File: src/rtl/sdram_rfsh_pkg.sv
package sdram_rfsh_pkg;

  typedef enum logic [1:0] {
    ST_IDLE    = 2'd0,
    ST_PCH_GAP = 2'd1,
    ST_REF_GAP = 2'd2
  } rfsh_state_t;

  typedef struct packed {
    logic ras_n;
    logic cas_n;
    logic we_n;
  } sd_cmd_t;

  localparam sd_cmd_t CMD_NOP  = '{ras_n: 1'b1, cas_n: 1'b1, we_n: 1'b1};
  localparam sd_cmd_t CMD_PCH  = '{ras_n: 1'b0, cas_n: 1'b1, we_n: 1'b0};
  localparam sd_cmd_t CMD_AREF = '{ras_n: 1'b0, cas_n: 1'b0, we_n: 1'b1};

endpackage

File: src/rtl/sdram_rfsh_interval.sv
// Counts cycles since the last auto-refresh; saturates at the due point.
module sdram_rfsh_interval #(
  parameter int unsigned REF_INTERVAL = 100
) (
  input  logic clk,
  input  logic rst,
  input  logic clear,
  output logic due
);
  localparam int unsigned CW = (REF_INTERVAL > 2) ? $clog2(REF_INTERVAL) : 1;
  localparam logic [CW-1:0] LAST = CW'(REF_INTERVAL - 1);

  logic [CW-1:0] cnt_q;

  assign due = (cnt_q == LAST);

  always_ff @(posedge clk) begin
    if (rst || clear) begin
      cnt_q <= '0;
    end else if (!due) begin
      cnt_q <= cnt_q + 1'b1;
    end
  end

  AST_TIMER_CLEARED: assert property (@(posedge clk) disable iff (rst)
    clear |=> !due);

endmodule

File: src/rtl/sdram_rfsh_gap.sv
// Down-counter that enforces the precharge and refresh recovery spacings.
module sdram_rfsh_gap #(
  parameter int unsigned T_RP  = 3,
  parameter int unsigned T_RFC = 8
) (
  input  logic clk,
  input  logic rst,
  input  logic load_rp,
  input  logic load_rfc,
  output logic done
);
  localparam int unsigned T_MAX = (T_RP > T_RFC) ? T_RP : T_RFC;
  localparam int unsigned CW    = $clog2(T_MAX + 1);
  localparam logic [CW-1:0] RP_LOAD  = CW'(T_RP - 1);
  localparam logic [CW-1:0] RFC_LOAD = CW'(T_RFC - 1);

  logic [CW-1:0] cnt_q;

  assign done = (cnt_q == '0);

  always_ff @(posedge clk) begin
    if (rst) begin
      cnt_q <= '0;
    end else if (load_rp) begin
      cnt_q <= RP_LOAD;
    end else if (load_rfc) begin
      cnt_q <= RFC_LOAD;
    end else if (!done) begin
      cnt_q <= cnt_q - 1'b1;
    end
  end

  AST_ONE_LOAD: assert property (@(posedge clk) disable iff (rst)
    !(load_rp && load_rfc));

  AST_LOAD_ONLY_WHEN_DONE: assert property (@(posedge clk) disable iff (rst)
    load_rfc |-> done);

endmodule

File: src/rtl/sdram_rfsh_seq.sv
module sdram_rfsh_seq #(
  parameter int unsigned RANKS        = 2,
  parameter int unsigned ADDR_W       = 13,
  parameter int unsigned BA_W         = 2,
  parameter int unsigned T_RP         = 3,
  parameter int unsigned T_RFC        = 8,
  parameter int unsigned REF_INTERVAL = 100
) (
  input  logic              clk,
  input  logic              rst,
  input  logic              user_mode,
  input  logic              refresh_req,
  output logic              refresh_ack,
  input  logic              sched_busy,
  output logic              sched_grant,
  input  logic [RANKS-1:0]  sched_cs_n,
  input  logic              sched_ras_n,
  input  logic              sched_cas_n,
  input  logic              sched_we_n,
  input  logic [ADDR_W-1:0] sched_addr,
  input  logic [BA_W-1:0]   sched_ba,
  output logic [RANKS-1:0]  mem_cs_n,
  output logic              mem_cke,
  output logic              mem_ras_n,
  output logic              mem_cas_n,
  output logic              mem_we_n,
  output logic [ADDR_W-1:0] mem_addr,
  output logic [BA_W-1:0]   mem_ba
);
  import sdram_rfsh_pkg::*;

  localparam logic [ADDR_W-1:0] ALL_BANKS = {{(ADDR_W-1){1'b0}}, 1'b1} << 10;

  rfsh_state_t       st_q;
  sd_cmd_t           cmd_q;
  logic [RANKS-1:0]  cs_q;
  logic [ADDR_W-1:0] addr_q;
  logic [BA_W-1:0]   ba_q;
  logic              ack_q;

  logic trig;
  logic timer_due;
  logic gap_done;
  logic start_pch;
  logic issue_ref;

  // Trigger source: user request or internal interval, never both.
  assign trig = user_mode ? refresh_req : timer_due;

  assign start_pch = (st_q == ST_IDLE) && trig && !sched_busy;
  assign issue_ref = gap_done &&
                     ((st_q == ST_PCH_GAP) || ((st_q == ST_REF_GAP) && trig));

  // Grant drops in the same cycle the trigger rises, so no new command starts.
  assign sched_grant = (st_q == ST_IDLE) && !trig;

  sdram_rfsh_interval #(
    .REF_INTERVAL(REF_INTERVAL)
  ) u_interval (
    .clk   (clk),
    .rst   (rst),
    .clear (issue_ref),
    .due   (timer_due)
  );

  sdram_rfsh_gap #(
    .T_RP (T_RP),
    .T_RFC(T_RFC)
  ) u_gap (
    .clk     (clk),
    .rst     (rst),
    .load_rp (start_pch),
    .load_rfc(issue_ref),
    .done    (gap_done)
  );

  always_ff @(posedge clk) begin
    if (rst) begin
      st_q   <= ST_IDLE;
      cmd_q  <= CMD_NOP;
      cs_q   <= '1;
      addr_q <= '0;
      ba_q   <= '0;
      ack_q  <= 1'b0;
    end else begin
      ack_q  <= 1'b0;
      cmd_q  <= CMD_NOP;
      cs_q   <= '1;
      addr_q <= '0;
      ba_q   <= '0;
      case (st_q)
        ST_IDLE: begin
          if (start_pch) begin
            cmd_q  <= CMD_PCH;
            cs_q   <= '0;
            addr_q <= ALL_BANKS;
            st_q   <= ST_PCH_GAP;
          end else begin
            cmd_q  <= '{ras_n: sched_ras_n, cas_n: sched_cas_n, we_n: sched_we_n};
            cs_q   <= sched_cs_n;
            addr_q <= sched_addr;
            ba_q   <= sched_ba;
          end
        end
        ST_PCH_GAP: begin
          if (issue_ref) begin
            cmd_q <= CMD_AREF;
            cs_q  <= '0;
            ack_q <= 1'b1;
            st_q  <= ST_REF_GAP;
          end
        end
        ST_REF_GAP: begin
          if (issue_ref) begin
            cmd_q <= CMD_AREF;
            cs_q  <= '0;
            ack_q <= 1'b1;
          end else if (gap_done) begin
            st_q <= ST_IDLE;
          end
        end
        default: st_q <= ST_IDLE;
      endcase
    end
  end

  assign mem_cke     = 1'b1;
  assign mem_cs_n    = cs_q;
  assign mem_ras_n   = cmd_q.ras_n;
  assign mem_cas_n   = cmd_q.cas_n;
  assign mem_we_n    = cmd_q.we_n;
  assign mem_addr    = addr_q;
  assign mem_ba      = ba_q;
  assign refresh_ack = ack_q;

  AST_BURST_FINISHES: assert property (@(posedge clk) disable iff (rst)
    (st_q == ST_IDLE && sched_busy) |=> (st_q == ST_IDLE));

  AST_PCH_ALL_BANKS: assert property (@(posedge clk) disable iff (rst)
    (st_q == ST_PCH_GAP && $past(st_q) == ST_IDLE) |->
      (mem_addr == ALL_BANKS && mem_cs_n == '0 && !mem_ras_n && mem_cas_n && !mem_we_n));

  AST_ACK_ON_REF: assert property (@(posedge clk) disable iff (rst)
    refresh_ack |-> (mem_cs_n == '0 && !mem_ras_n && !mem_cas_n && mem_we_n));

  AST_NO_SECOND_PCH: assert property (@(posedge clk) disable iff (rst)
    (st_q != ST_IDLE && $past(st_q) != ST_IDLE) |->
      !(!mem_ras_n && mem_cas_n && !mem_we_n));

  AST_NOP_DESELECTS: assert property (@(posedge clk) disable iff (rst)
    (st_q != ST_IDLE && mem_ras_n && mem_cas_n && mem_we_n) |-> (mem_cs_n == '1));

  AST_GRANT_OFF_IN_SEQ: assert property (@(posedge clk) disable iff (rst)
    (st_q != ST_IDLE) |-> !sched_grant);

endmodule

File: config.mk
export PLATFORM = sky130hd
export DESIGN_NAME = sdram_rfsh_seq
export DESIGN_NICKNAME = d
export VERILOG_FILES = /design/src/rtl/sdram_rfsh_pkg.sv /design/src/rtl/sdram_rfsh_interval.sv /design/src/rtl/sdram_rfsh_gap.sv /design/src/rtl/sdram_rfsh_seq.sv
export SDC_FILE = /design/constraint.sdc
export NUM_CORES = 1
export LEC_CHECK = 0
export CORE_ASPECT_RATIO = 1.75
export CORE_MARGIN = 1
export CORE_UTILIZATION = 54
export DETAILED_ROUTE_END_ITERATION = 8
export DONT_BUFFER_PORTS = 1
export PLACE_DENSITY = 0.7
export SYNTH_ARGS = -nofsm -noshare
export SYNTH_HDL_FRONTEND = slang
export SYNTH_SLANG_ARGS = --single-unit
File: constraint.sdc
create_clock -name clk -period 1.6 [get_ports clk]
set_input_delay 0.32 -clock clk [delete_from_list [all_inputs] [get_ports clk]]
set_output_delay 0.32 -clock clk [all_outputs]
set_load 0.01 [all_outputs]
After elaboration in Yosys (flattened, before gate mapping)
Index checks and enable logic that the tools add are counted.

Flip-flop bits (word level): 34. Logic and storage cells: 61.

$add $sub $neg: 2. Eq/ne operators: 9. Multiplexer cells: 17. Bitwise operators: 2. Reductions and logical operators: 18.

Operators by type and width (count): 2-to-1 mux 2 bit (7); 2-to-1 mux 3 bit (4); 2-to-1 mux 11 bit (1); OR reduction 2 bit (4); adder 7 x 1 -> 7 bit (second input constant) (1); == test 7 bit (second input constant) (1); inequality test 2 bit (second input constant) (3); case mux 2 bit (3 select lines) (1); case mux 3 bit (2 select lines) (1); OR reduction 3 bit (2); logical AND 1 bit (5); zero test 4 bit (1); inequality test 2 x 1 -> 1 bit (second input constant) (2); case mux 2 bit (2 select lines) (1); AND reduction 4 bit (1); subtractor 4 x 1 -> 4 bit (second input constant) (1); inequality test 3 x 1 -> 1 bit (second input constant) (1); == test 2 x 1 -> 1 bit (second input constant) (1); == test 2 bit (second input constant) (1); zero test 1 bit (2); zero test 2 bit (1); logical OR 1 bit (2); 2-to-1 mux 1 bit (2); NOT 1 bit (2).

Longest topological paths before layout
Depth in word-level cells: 7. Gate-level depth with buffers: 7. Depth with buffers taken out: 7.

Cells and area by module
A second synthesis with hierarchy kept.

Cell total of the unflattened synthesis: 137. Area total of the unflattened synthesis: 1387.6 µm².

By module, submodules not included: sdram_rfsh_seq (times used 1, cells each 81, area each 862.1 µm²); sdram_rfsh_interval (times used 1, cells each 36, area each 317.8 µm²); sdram_rfsh_gap (times used 1, cells each 20, area each 207.7 µm²).

Worst setup path after synthesis
No wires, ideal clock.

Path type: register to register. From: reg u_gap.cnt_q[0]. To: reg st_q[1]. Setup time: 70 ps. Data arrival time: 1584 ps. Slack: -54 ps. Stages on the path, launching flop included: 8. Clock period less this slack: 1654 ps. Path through: dfxtp_1 -> inv_1 -> ha_1 -> or3b_1 -> a21oi_1 -> a21oi_1 -> or3b_1 -> a21oi_1.

Cells in the longest elaborated chain, start to end: 4.

Ends and longest elaborated chain: start: declaration (line sdram_rfsh_gap.sv:17) `logic [CW-1:0] cnt_q;`; start signal: assignment (line sdram_rfsh_gap.sv:29) `cnt_q <= cnt_q - 1'b1;`; zero test 4 bit (*) (line sdram_rfsh_gap.sv:19) `assign done = (cnt_q == '0);`; logical AND 1 bit (line sdram_rfsh_seq.sv:51) `assign issue_ref = gap_done &&`; inequality test 2 bit (no line) / inequality test 2 x 1 -> 1 bit (equally long branches); AND reduction 4 bit (no line) (*); end signal: assignment (line sdram_rfsh_seq.sv:79) `st_q <= ST_IDLE;`; end signal: assignment (line sdram_rfsh_seq.sv:97) `st_q <= ST_PCH_GAP;`; end signal: assignment (line sdram_rfsh_seq.sv:110) `st_q <= ST_REF_GAP;`; end: declaration (line sdram_rfsh_seq.sv:34) `rfsh_state_t st_q;`.

Every way passes the cells marked *; elsewhere a longest branch is shown, timed or not. A chain may end at the register's enable or synchronous reset.

Final worst setup path
From: reg u_interval.cnt_q[0]. To: out sched_grant.

Cells in the longest elaborated chain, start to end: 4.

Ends and longest elaborated chain: start: declaration (line sdram_rfsh_interval.sv:13) `logic [CW-1:0] cnt_q;`; start signal: assignment (line sdram_rfsh_interval.sv:21) `cnt_q <= cnt_q + 1'b1;`; == test 7 bit (line sdram_rfsh_interval.sv:15) `assign due = (cnt_q == LAST);`; 2-to-1 mux 1 bit (line sdram_rfsh_seq.sv:48) `assign trig = user_mode ? refresh_req : timer_due;`; zero test 1 bit (line sdram_rfsh_seq.sv:55) `assign sched_grant = (st_q == ST_IDLE) && !trig;`; logical AND 1 bit (line sdram_rfsh_seq.sv:55); end: declaration (line sdram_rfsh_seq.sv:15) `output logic sched_grant,`.

No other way between the ends.

==> out/metrics.cfg <==
[setup_path]
start_kind=flip-flop
cp_cell_sequence=ha_4 > and3b_1 > a22oi_2 > buf_4 > and2_4
r2r_setup_slack_ns=-0.14
cp-end-kind=output pin
crit_fanout=3
crit_path_max_incr_delay_ns=0.34
cp_num_buf_inv=1
required_ns=1.28
critPathArrivalTime_ns=1.43
critical_path.slowest_cell=dfxtp_2
crit_family=flip-flops
worstSetupPathType=reg2out

[die]
core_um2=2330
die-area_um2=2710
row_count=23
ioPinCount=48
dieWidth_um=39.8
die_y_um=68.1
start_util_pct=57.8

[final_layout]
area_growth_pct=35.6
layout-drive-gt1-share_pct=43.4
diodes=0
nets=198
final_common_cell=buf_4
post-route-cell-area_um2=1830
layout_common_cells=buf_4, dfxtp_1, and2_1, nor2_1, dfxtp_2
finalNonFillerCells=191
fillers=148

[global_route]
antenna_found_initial=0
grt_pass1_vias=1053
overflow=0
grt_pass1_wl_mm=4.31
grt_max_degree=15
grt_usage_pct=24.3

[routing]
wl_per_cell_um=16.1
drtIter0Drc=17
routed_via_density=5.54
drc=0
drt-total-wl_mm=3.07
ant_nets=0
drtPass1Iterations=4
vias=1058

[sta]
post-route-min-period_ns=1.75
hold_viol_final=0
final_max_slew_viol_count=0
maxSlewHeadroom_pct=65.3
period_share_pct=109
worstMarginPinSlew_ns=0.515
fin_setup_tns_ns=-1.00
timing.fmax_mhz=572
setup_viol=25
rsz0062_at_grt=yes
setup_ws_ns=-0.149
skew_ns=0.00482

[clock_tree]
clk_pin_slew_worst_paths_ns=0.07
clock_sinks=34
htreeDepth=2
root_buffer=clkbuf_8
cts_made_buffers=5
ctsLongestPathBuffers=2
clk_latency_ns=0.28
cts_tree=yes

[outcome]
violations=setup timing
status=finished with violations

[worst_hold_path]
min_path_type=in2reg

[yosys]
yosysSeqAreaShare_pct=50.5
yosys_warnings=0
syn_nets=163
synthCells=130
ys_types=35
synth_area_per_cell_um2=10.4
synth_seq_cells=34
syn_area_um2=1350

[run]
maxCapViolCount=0

[power_and_ir_drop]
cellPowerDensity_nw_per_um2=1380
vdd_drop_max_uv=907
p_leak_nw=0.792

[placed_design]
dpl.cell_count=174
hpwl_mm=2.07
gp_congestion=0.823
placed_cell_area_um2=1560
io_buffers=0

## stage by stage
stage / utilization (%) / hold WS, ns / worst slack, ns / total power, mW
floorplan: - / 0.430 / -0.0279 / 1.42
global placement: 66.8 / 0.391 / -0.143 / 1.60
detailed placement: 66.8 / 0.392 / -0.132 / 1.64
CTS: 75.8 / 0.0815 / -0.109 / 2.49
global route: 78.4 / 0.0752 / -0.225 / 2.65
finish: 78.4 / 0.0858 / -0.149 / 2.53
## worst paths after layout
kind	from	endpoint	depth (start not counted)
max	u_interval.cnt_q[0]	sched_grant	5
min	rst	u_gap.cnt_q[1]	1
max reg2reg	u_interval.cnt_q[4]	st_q[1]	6
min reg2reg	u_gap.cnt_q[0]	u_gap.cnt_q[0]	2
## sequential cells by signal (all words and copies together) (netlist names)
signal	cells
mem_addr	13
u_interval.cnt_q	7
u_gap.cnt_q	4
mem_ba	2
mem_cs_n	2
st_q	2
mem_cas_n	1
mem_ras_n	1
mem_we_n	1
refresh_ack	1
## cell usage after synthesis
| library cell | count | area, um2 |
|---|---|---|
| a31oi_1 | 1 | 6.26 |
| a22oi_2 | 1 | 12.5 |
| and2b_1 | 1 | 7.51 |
| a2111o_1 | 1 | 11.3 |
| o31a_1 | 1 | 8.76 |
| and3b_1 | 1 | 8.76 |
| o21a_4 | 1 | 15.0 |
| a31o_2 | 1 | 8.76 |
| ha_1 | 8 | 100 |
| o21ai_0 | 3 | 15.0 |
| or3b_1 | 2 | 17.5 |
| inv_1 | 4 | 15.0 |
| dfxtp_1 | 34 | 681 |
| nor2_1 | 14 | 52.6 |
| or3_1 | 1 | 6.26 |
| clkbuf_2 | 1 | 5.00 |
| a21oi_1 | 5 | 25.0 |
| buf_4 | 1 | 7.51 |
| nand2_1 | 3 | 11.3 |
| nand3_1 | 2 | 10.0 |
| mux2i_1 | 1 | 10.0 |
| xor2_1 | 4 | 35.0 |
| and2_1 | 15 | 93.8 |
| nand2b_1 | 3 | 18.8 |
| xnor2_1 | 3 | 26.3 |
| nor3_1 | 3 | 15.0 |
| and3_1 | 2 | 12.5 |
| nor4b_4 | 1 | 23.8 |
| nor3b_1 | 3 | 22.5 |
| conb_1 | 1 | 3.75 |
| a211oi_1 | 1 | 7.51 |
| buf_1 | 1 | 3.75 |
| a211o_1 | 1 | 8.76 |
| mux2_2 | 1 | 11.3 |
| a21o_1 | 4 | 30.0 |
## per-layer routing
metal,track usage [%],part of all wire [%]
met5,0,0
met3,8.12,4.5
met4,12.5,2.1
met1,19.7,34
met2,46.7,60
## power breakdown
group	switching (mW)	internal [mW]
registers	0.0822	0.951
clock network	0.303	0.464
logic	0.336	0.390
total	0.721	1.81
## logic make-up (layout without fill, tap and decap cells)
kind of cell | Yosys count | after routing | synth area share, %
buffers and inverters | 7 | 43 | 2.32
adders and majority gates | 8 | 8 | 7.43
muxes | 2 | 2 | 1.58
DFF | 34 | 34 | 50.5
other | 1 | 1 | 0.278
and+or+nand+nor | 51 | 51 | 22.3
xor gates and xnor gates | 7 | 7 | 4.55
AOI/OAI and AO/OA | 20 | 20 | 11.0
## cell type report
type | instances | area, um2 | area share, %
Timing Repair Buffer | 31 | 233 | 12.7
Clock buffer | 6 | 72.6 | 3.97
Sequential cell | 34 | 691 | 37.8
Inverter | 4 | 15.0 | 0.822
Multi-Input combinational cell | 89 | 747 | 40.9
Tap cell | 25 | 31.3 | 1.71
Clock inverter | 2 | 37.5 | 2.05
## repair_timing
action | in CTS | in global routing
hold buffers | 0 | 0
pin swaps | 9 | 4
gates resized for setup | 14 | 11
hold endpoints to repair | 0 | 0
setup endpoints to repair | 32 | 29
buffers inserted | 7 | 2
Note: power is estimated with default switching activity, not from simulation.
